[src/rtl/cmd_line_parser.sv]
module cmd_line_parser #(
  parameter logic [7:0] FW_VERSION = 8'd23,
  parameter int ARG_W = 16
) (
  input  logic        clk,
  input  logic        rst_n,
  input  logic [7:0]  rx_data,
  input  logic        rx_valid,
  input  logic [7:0]  board_addr,
  output logic        dac_wr,
  output logic        delay_wr,
  output logic [2:0]  wr_chan,
  output logic [11:0] wr_value,
  output logic [7:0]  tx_data,
  output logic        tx_valid,
  input  logic        tx_ready
);
  localparam int PW = ARG_W + 4;
  localparam logic [ARG_W-1:0] ARG_MAX = '1;
  localparam logic [7:0] VH = FW_VERSION / 8'd100;
  localparam logic [7:0] VT = (FW_VERSION / 8'd10) % 8'd10;
  localparam logic [7:0] VO = FW_VERSION % 8'd10;

  logic [2:0] tok, klen;
  logic intok, bad, busy;
  logic [23:0] kw;
  logic [ARG_W-1:0] arg0, arg1, arg2, cur;
  logic [3:0] step;
  logic [7:0] rep_addr, ch;
  logic skip;

  wire is_term = rx_data == 8'h0D || rx_data == 8'h0A;
  wire is_sp   = rx_data == 8'h20;
  wire is_dig  = rx_data >= 8'h30 && rx_data <= 8'h39;

  always_comb
    case (tok)
      3'd1:    cur = arg0;
      3'd2:    cur = arg1;
      default: cur = arg2;
    endcase

  wire [PW-1:0] prod = {4'b0, cur} * PW'(10) + PW'(rx_data[3:0]);
  wire [ARG_W-1:0] nxt = (prod > PW'(ARG_MAX)) ? ARG_MAX : prod[ARG_W-1:0];
  wire [3:0] ntok = {1'b0, tok} + {3'b0, intok};

  wire line_ok = rx_valid && is_term && klen == 3'd3 && !bad &&
                 arg0 == ARG_W'(board_addr);
  wire dac_go = line_ok && kw == "dac" && ntok == 4'd4 &&
                arg1 <= ARG_W'(7) && arg2 <= ARG_W'(4095);
  wire del_go = line_ok && kw == "del" && ntok == 4'd4 &&
                arg1 <= ARG_W'(7) && arg2 <= ARG_W'(255);
  wire ver_go = line_ok && kw == "ver" && ntok == 4'd2 && !busy;

  wire [7:0] ah = rep_addr / 8'd100;
  wire [7:0] at = (rep_addr / 8'd10) % 8'd10;
  wire [7:0] ao = rep_addr % 8'd10;

  always_comb begin
    skip = 1'b0;
    case (step)
      4'd0:  ch = "v";
      4'd1:  ch = "e";
      4'd2:  ch = "r";
      4'd3:  ch = " ";
      4'd4:  begin ch = 8'h30 + ah; skip = ah == 8'd0; end
      4'd5:  begin ch = 8'h30 + at; skip = ah == 8'd0 && at == 8'd0; end
      4'd6:  ch = 8'h30 + ao;
      4'd7:  ch = " ";
      4'd8:  begin ch = 8'h30 + VH; skip = VH == 8'd0; end
      4'd9:  begin ch = 8'h30 + VT; skip = VH == 8'd0 && VT == 8'd0; end
      4'd10: ch = 8'h30 + VO;
      4'd11: ch = 8'h0D;
      default: ch = 8'h0A;
    endcase
  end

  assign tx_data  = ch;
  assign tx_valid = busy && !skip;

  always_ff @(posedge clk or negedge rst_n) begin
    if (!rst_n) begin
      tok <= '0; klen <= '0; intok <= 1'b0; bad <= 1'b0; kw <= '0;
      arg0 <= '0; arg1 <= '0; arg2 <= '0;
      dac_wr <= 1'b0; delay_wr <= 1'b0; wr_chan <= '0; wr_value <= '0;
      busy <= 1'b0; step <= '0; rep_addr <= '0;
    end else begin
      dac_wr   <= dac_go;
      delay_wr <= del_go;
      if (dac_go || del_go) begin
        wr_chan  <= arg1[2:0];
        wr_value <= arg2[11:0];
      end
      if (rx_valid) begin
        if (is_term) begin
          tok <= '0; klen <= '0; intok <= 1'b0; bad <= 1'b0; kw <= '0;
          arg0 <= '0; arg1 <= '0; arg2 <= '0;
        end else if (is_sp) begin
          if (intok) begin
            intok <= 1'b0;
            if (tok != 3'd7) tok <= tok + 3'd1;
          end
        end else begin
          intok <= 1'b1;
          if (tok == 3'd0) begin
            kw <= {kw[15:0], rx_data};
            if (klen != 3'd4) klen <= klen + 3'd1;
          end else if (!is_dig) begin
            bad <= 1'b1;
          end else begin
            case (tok)
              3'd1: arg0 <= nxt;
              3'd2: arg1 <= nxt;
              3'd3: arg2 <= nxt;
              default: ;
            endcase
          end
        end
      end
      if (ver_go) begin
        busy <= 1'b1;
        step <= '0;
        rep_addr <= board_addr;
      end else if (busy && (skip || tx_ready)) begin
        if (step == 4'd12) busy <= 1'b0;
        else step <= step + 4'd1;
      end
    end
  end
endmodule

[config.mk]
export PLATFORM = sky130hd
export DESIGN_NAME = cmd_line_parser
export DESIGN_NICKNAME = d
export VERILOG_FILES = /design/src/rtl/cmd_line_parser.sv
export SDC_FILE = /design/constraint.sdc
export NUM_CORES = 1
export LEC_CHECK = 0
export ABC_AREA = 1
export ABC_CLOCK_PERIOD_IN_PS = 8100
export BUFFER_PORTS_ARGS = -buffer_cell sky130_fd_sc_hd__buf_2
export CAP_MARGIN = 30
export CORE_MARGIN = 1.5
export CORE_UTILIZATION = 50
export CTS_CLUSTER_DIAMETER = 50
export CTS_CLUSTER_SIZE = 30
export DETAILED_ROUTE_END_ITERATION = 12
export GPL_TIMING_DRIVEN = 0
export PLACE_DENSITY = 0.77
export SETUP_SLACK_MARGIN = 0.02
export SYNTH_ARGS = -nofsm -noshare
export SYNTH_HDL_FRONTEND = slang
export SYNTH_SLANG_ARGS = --single-unit
[constraint.sdc]
create_clock -name clk -period 8.1 [get_ports clk]
set_input_delay 0.405 -clock clk [delete_from_list [all_inputs] [get_ports clk]]
set_output_delay 0.405 -clock clk [all_outputs]
set_load 0.01 [all_outputs]
---- Word-level counts from Yosys, hierarchy flattened ----
Index checks and enable logic that the tools add are counted.
Widths: inputs -> output; s select.
storage, ports and cells
  register bits ........................... 110
  word-level logic and storage cells ...... 157
cells by class
  add/sub/neg operators ................... 8
  multipliers ............................. 1
  divide/modulo/power cells ............... 4
  $lt $le $gt $ge ......................... 6
  equal/unequal tests ..................... 31
  muxes and demuxes ....................... 42
  reductions and logical operators ........ 50
operator list
  kind                   count
  $mux 16                16
  $pmux 8 s11            1
  $eq 24x23->1 const B   3
  $mux 24                3
  $pmux 16 s2            1
  $add 6x8->8 const A    3
  $mux 3                 8
  $reduce_bool 2->1      11
  $add 20x4->20          1
  $eq 4x3->1 const B     5
  $eq 4x4->1 const B     5
  $gt 20x16->1 const B   1
  $logic_and 1x1->1      19
  $mul 16x3->19 const B  1
  $eq 16x8->1            1
  $eq 8x4->1 const B     2
  $le 16x12->1 const B   1
  $le 16x3->1 const B    1
  $le 16x8->1 const B    1
  $logic_not 8->1        2
  $mod 8x4->8 const B    2
  $reduce_and 5->1       3
  $eq 4x2->1 const B     3
  $mux 4                 3
  23 further kinds       45

---- Depth between registers and ports, before layout ----
  word-level depth ........................ 11
  gate-level depth with buffers ........... 39

---- Worst setup path before layout ----
No wires, ideal clock.
  kind .................................... register to register
  from .................................... register tok[0]
  to ...................................... register arg0[12]
  library setup time ...................... 135 ps
  data arrival time ....................... 5004 ps
  data required time ...................... 7965 ps
  path slack .............................. 2961 ps
  cell stages (with the launch flop) ...... 31
  period minus slack after synthesis ...... 5139 ps
  cell sequence ........................... dfrtp_1 inv_1 ha_1 clkbuf_1 nand2_1 nand2_1 clkinv_1 a21oi_1 inv_1 ha_1 ha_1 inv_1 fa_1 o21ai_0 a21oi_1 o21bai_1 a21oi_1 o21bai_1 a21oi_1 inv_1 a21oi_1 o21ai_0 xor2_1 o21ai_0 a21oi_1 nand2_1 inv_1 clkbuf_1 o21ai_0 nand2_1 o21ai_0
on the way
  cells in the longest elaborated chain, start to end .. 11
  elaborated cells on any way between the ends .. 16
  those cells by class .................... 1 x add/sub; 1 x mul; 1 x order compare; 3 x eq/ne; 7 x mux; 3 x reduce/logical
ends and longest elaborated chain
  item                                      line     text
  start, declared                           24       logic [2:0] tok, klen;
  start signal, assigned                    101      if (tok != 3'd7) tok <= tok + 3'd1;
  $eq 3x2->1 or $eq 3x1->1 (tied branches)  37, 111
  $pmux 16 s2                               37       case (tok)
  $mul 16x3->19                             43       wire [PW-1:0] prod = {4'b0, cur} * PW'(10) + PW'(rx_data[3:0]);
  $add 20x4->20                             43
  $gt 20x16->1                              44       wire [ARG_W-1:0] nxt = (prod > PW'(ARG_MAX)) ? ARG_MAX : prod[ARG_W-1:0];
  $mux 16                                   44
  $mux 16                                   111      case (tok)
  $mux 16                                   108      end else if (!is_dig) begin
  $mux 16                                   105      if (tok == 3'd0) begin
  $mux 16                                   98       end else if (is_sp) begin
  $mux 16                                   95       if (is_term) begin
  end signal, assigned                      112      3'd1: arg0 <= nxt;
  end, declared                             27       logic [ARG_W-1:0] arg0, arg1, arg2, cur;
Parallel ways exist; a longest one is shown, timed or not. The select of a mux whose other input is x is not followed.
A chain may end at the register's enable or synchronous reset.

---- Final worst setup path ----
  from .................................... register tok[0]
  to ...................................... register arg1[12]
on the way
  cells in the longest elaborated chain, start to end .. 11
  elaborated cells on any way between the ends .. 16
  those cells by class .................... 1 x add/sub; 1 x mul; 1 x order compare; 3 x eq/ne; 7 x mux; 3 x reduce/logical
ends and longest elaborated chain
  item                                      line     text
  $eq 3x2->1 or $eq 3x1->1 (tied branches)  37, 111
  $pmux 16 s2                               37
  $mul 16x3->19                             43
  $add 20x4->20                             43
  $gt 20x16->1                              44
  $mux 16                                   44
  $mux 16                                   111
  $mux 16                                   108
  $mux 16                                   105
  $mux 16                                   98
  $mux 16                                   95
  end signal, assigned                      113      3'd2: arg1 <= nxt;
  end, declared                             27
Parallel ways exist; a longest one is shown, timed or not. The select of a mux whose other input is x is not followed.

==> flow_summary.json <==
{
  "status": "completed",
  "multi_input_area_um2": 3994,
  "finalSetupTns_ns": 0,
  "cp.required_ns": 8.32,
  "rr_endpoint": "arg1[12]",
  "placementRows": 44,
  "cpPeakStageDelay_ns": 0.46,
  "cp_max_fo": 10,
  "synth.distinct_cells": 45,
  "postCtsSetupRepairBufs": 0,
  "die_height_um": 124.5,
  "hold_viol": 0,
  "busiest_layer": "met2",
  "drcViolationCount": 0,
  "setup_violations": 0,
  "core_um2": 14480,
  "synthXorXnorAreaFrac_pct": 3.084,
  "n_fill_cell": 1379,
  "drive_above_1_share_pct": 11.00,
  "crit_type": "register to register",
  "drv_slew": 0,
  "synth_fa_ha_area_share_pct": 9.183,
  "critPathSlowestCell": "a21oi_1",
  "vias": 6726,
  "place_ws_ns": 1.500,
  "synth_warnings": 0,
  "ir_worst_vdd_uv": 114.0,
  "antenna_cells": 0,
  "grt_usage_pct": 24.18,
  "min_period_ns": 6.697,
  "grt_pass1_vias": 6300,
  "h-tree-depth": 3,
  "rsz0062_at_grt": "false",
  "ys_seq_area_share_pct": 37.28,
  "areaGrowthSynthToFinish_pct": 11.06,
  "reg2reg_slack_ns": 1.40,
  "final_util_pct": 56.65,
  "clock-sinks": 110,
  "cts-buffers-inserted": 9,
  "layout.nets": 1104,
  "critPathBufInv": 8,
  "die_w_um": 124.5,
  "max_freq_ghz": 0.1493,
  "crit_start": "tok[0]",
  "maxCapViolCount": 0,
  "insertion_delay_ns": 0.36,
  "worst_pin_slew_ns": 0.7022,
  "drt_wl_total_um": 18150,
  "gr-usage-met3_pct": 5.412,
  "power_leakage_nw": 4.078,
  "start_util_pct": 51.00,
  "tritoncts": "done",
  "grt_use_met2_pct": 36.46,
  "ctsResizeCount": 0,
  "synth-edff-count": 0,
  "syn_area_um2": 7385,
  "r2r.worst_path.cells": 30,
  "path_clk_slew_ns": 0.08,
  "synth_nets": 1047,
  "synthSimpleGateAreaFrac_pct": 26.62,
  "cpMostUsedCell": "a21oi_1",
  "worstPathArrival_ns": 6.91,
  "async_reset_ff_share_pct": 100.0,
  "hp-class": "input pin to async pin",
  "cts-root-buf": "clkbuf_16",
  "relSlewSlack_pct": 53.01,
  "start_kind": "register",
  "period_share_pct": 82.68,
  "power_density_nw_per_um2": 174.1,
  "drt_iter0_markers": 497,
  "grt_overflow": 0,
  "wl_per_cell_um": 14.87,
  "postRouteAntennaNets": 0,
  "syn_area_per_cell_um2": 7.582,
  "firstDrtPassIters": 5,
  "grt.met1_usage_pct": 33.85,
  "critPathTopFamily": "compound AO/OA/AOI/OAI gates",
  "ys_dominant_reg_cell": "dfrtp_1",
  "clockBufferDepth": 2,
  "synth_top_family_by_area": "simple AND/OR/NAND/NOR gates",
  "finalWorstSetupSlack_ns": 1.403,
  "grt_pass1_wl_um": 30480,
  "worst_clock_skew_ns": 0.01237,
  "antenna_found_initial": 0,
  "viasPerCell": 5.513,
  "synthMuxAreaShare_pct": 0.9149,
  "dpl.hpwl_um": 14340,
  "ctsHoldBuffers": 0,
  "routabilityCongestion": 0.9139,
  "port_buffers": 45,
  "pin_count": 46,
  "die_area_um2": 15510,
  "regArea_um2": 2753,
  "synth_compound_area_share_pct": 14.28,
  "setup.worst_path.end_class": "register",
  "syn_inst": 974,
  "ys_ff_latch": 110,
  "rr_startpoint": "tok[0]",
  "grt_max_degree": 72
}
stage by stage:
| step | instance area (um2) | hold WS [ns] | std cells | total power, W |
|---|---|---|---|---|
| final | 8202 | 0.01937 | 1220 | 0.001428 |
| after global routing | 8202 | 0.06417 | 1220 | 0.001506 |
| after CTS | 8202 | 0.03945 | 1220 | 0.001434 |
| after detailed placement | 7870 | 0.4338 | 1204 | 0.0009488 |
| after global placement | 7840 | 0.4647 | 1203 | 0.0009386 |
| after floorplan | 7385 | 0.1094 | 974 | 0.0008349 |
where the power goes:
| part | switching, W | internal [W] |
|---|---|---|
| clock network | 0.000209 | 0.000282 |
| registers | 0.0000321 | 0.000583 |
| logic | 0.000201 | 0.000121 |
kinds of logic (layout without fill, tap and decap cells):
| family | Yosys count | in the layout |
|---|---|---|
| DFF | 110 | 110 |
| AOI/OAI and AO/OA | 185 | 185 |
| muxes | 6 | 6 |
| xor gates and xnor gates | 26 | 26 |
| adders and majority gates | 53 | 53 |
| and+or+nand+nor | 426 | 426 |
| buffers and inverters | 168 | 230 |
synth_stat cells, types with 2 or more instances:
| cell | n | area [um2] |
|---|---|---|
| nand3_2 | 4 | 40.04 |
| or2_2 | 2 | 12.51 |
| fa_1 | 2 | 40.04 |
| clkinv_1 | 2 | 7.510 |
| o221ai_1 | 8 | 70.07 |
| o22ai_1 | 15 | 93.84 |
| nor2_1 | 50 | 187.7 |
| nand2_4 | 10 | 112.6 |
| inv_2 | 9 | 33.78 |
| inv_1 | 133 | 499.2 |
| clkbuf_1 | 22 | 82.58 |
| mux2_2 | 6 | 67.56 |
| o31ai_1 | 2 | 15.01 |
| nor3_1 | 14 | 70.07 |
| nand3b_1 | 2 | 15.01 |
| a21oi_1 | 23 | 115.1 |
| ha_1 | 51 | 638.1 |
| nand3_1 | 61 | 305.3 |
| xnor2_1 | 12 | 105.1 |
| nor4_1 | 15 | 93.84 |
| o21ai_0 | 105 | 525.5 |
| nand4_1 | 22 | 137.6 |
| o21ai_1 | 4 | 20.02 |
| nand2_1 | 225 | 844.6 |
| nand2_2 | 15 | 93.84 |
| dfrtp_1 | 110 | 2753 |
| xor2_1 | 14 | 122.6 |
| a211oi_1 | 3 | 22.52 |
| o211ai_1 | 10 | 75.07 |
| o2111ai_1 | 2 | 17.52 |
| o21bai_1 | 4 | 30.03 |
| a31oi_1 | 4 | 25.02 |
worst max path at each step:
stage / end / slack, ns / cells past startpoint
5_1_grt: arg1[11] / 0.83 / 30
6_report: arg1[12] / 1.40 / 30
3_3_place_gp: arg0[11] / 1.69 / 30
4_1_cts: arg1[12] / 1.49 / 30
2_1_floorplan: arg0[12] / 2.96 / 30
3_5_place_dp: arg2[11] / 1.50 / 30
state kept, by name (all words and copies together) (netlist names):
signal and flops:
dac_wr 1, kw 24, klen 3, wr_chan 3
rep_addr 8, wr_value 12, arg2 16, delay_wr 1
arg1 16, tok 3, intok 1, step 4
bad 1, arg0 16, busy 1
worst register-to-register path, delay by kind of cell, from the launching register on:
family | cells | cell delay [ns]
compound gates | 13 | 2.30
xor+xnor | 1 | 0.23
fa+ha+maj | 4 | 1.03
buf+inv | 8 | 1.54
flops | 1 | 0.44
simple gates | 4 | 0.98
cells in the final DEF, fill, tap and decap left out, types with 2 or more instances in the layout:
cell         n
nand2_1    225
inv_1      133
dfrtp_1    110
o21ai_0    105
nand3_1     61
ha_1        51
nor2_1      50
buf_2       44
a21oi_1     23
nand4_1     22
clkbuf_1    22
nand2_2     15
o22ai_1     15
nor4_1      15
nor3_1      14
xor2_1      14
xnor2_1     12
nand2_4     10
o211ai_1    10
inv_2        9
clkbuf_16    9
o221ai_1     8
mux2_2       6
o21ai_1      4
nand3_2      4
a31oi_1      4
o21bai_1     4
a211oi_1     3
nand3b_1     2
clkinv_1     2
o2111ai_1    2
or2_2        2
o31ai_1      2
fa_1         2
bufinv_16    2
layout make-up:
| type | count | area share, % |
|---|---|---|
| inverters | 146 | 6.773 |
| clock inverters | 6 | 1.129 |
| flip-flops and latches | 110 | 33.56 |
| clock buffers | 10 | 2.914 |
| well taps | 184 | 2.807 |
| plain buffers | 22 | 1.007 |
| repair buffers | 46 | 3.112 |
| multi-input cells | 696 | 48.70 |
per-layer routing:
metal,part of all wire [%],wire length [um]
met4,3.1,569
met5,0,0
met2,44,7939
met1,47,8451
met3,6.5,1185
Note: power is estimated with default switching activity, not from simulation.
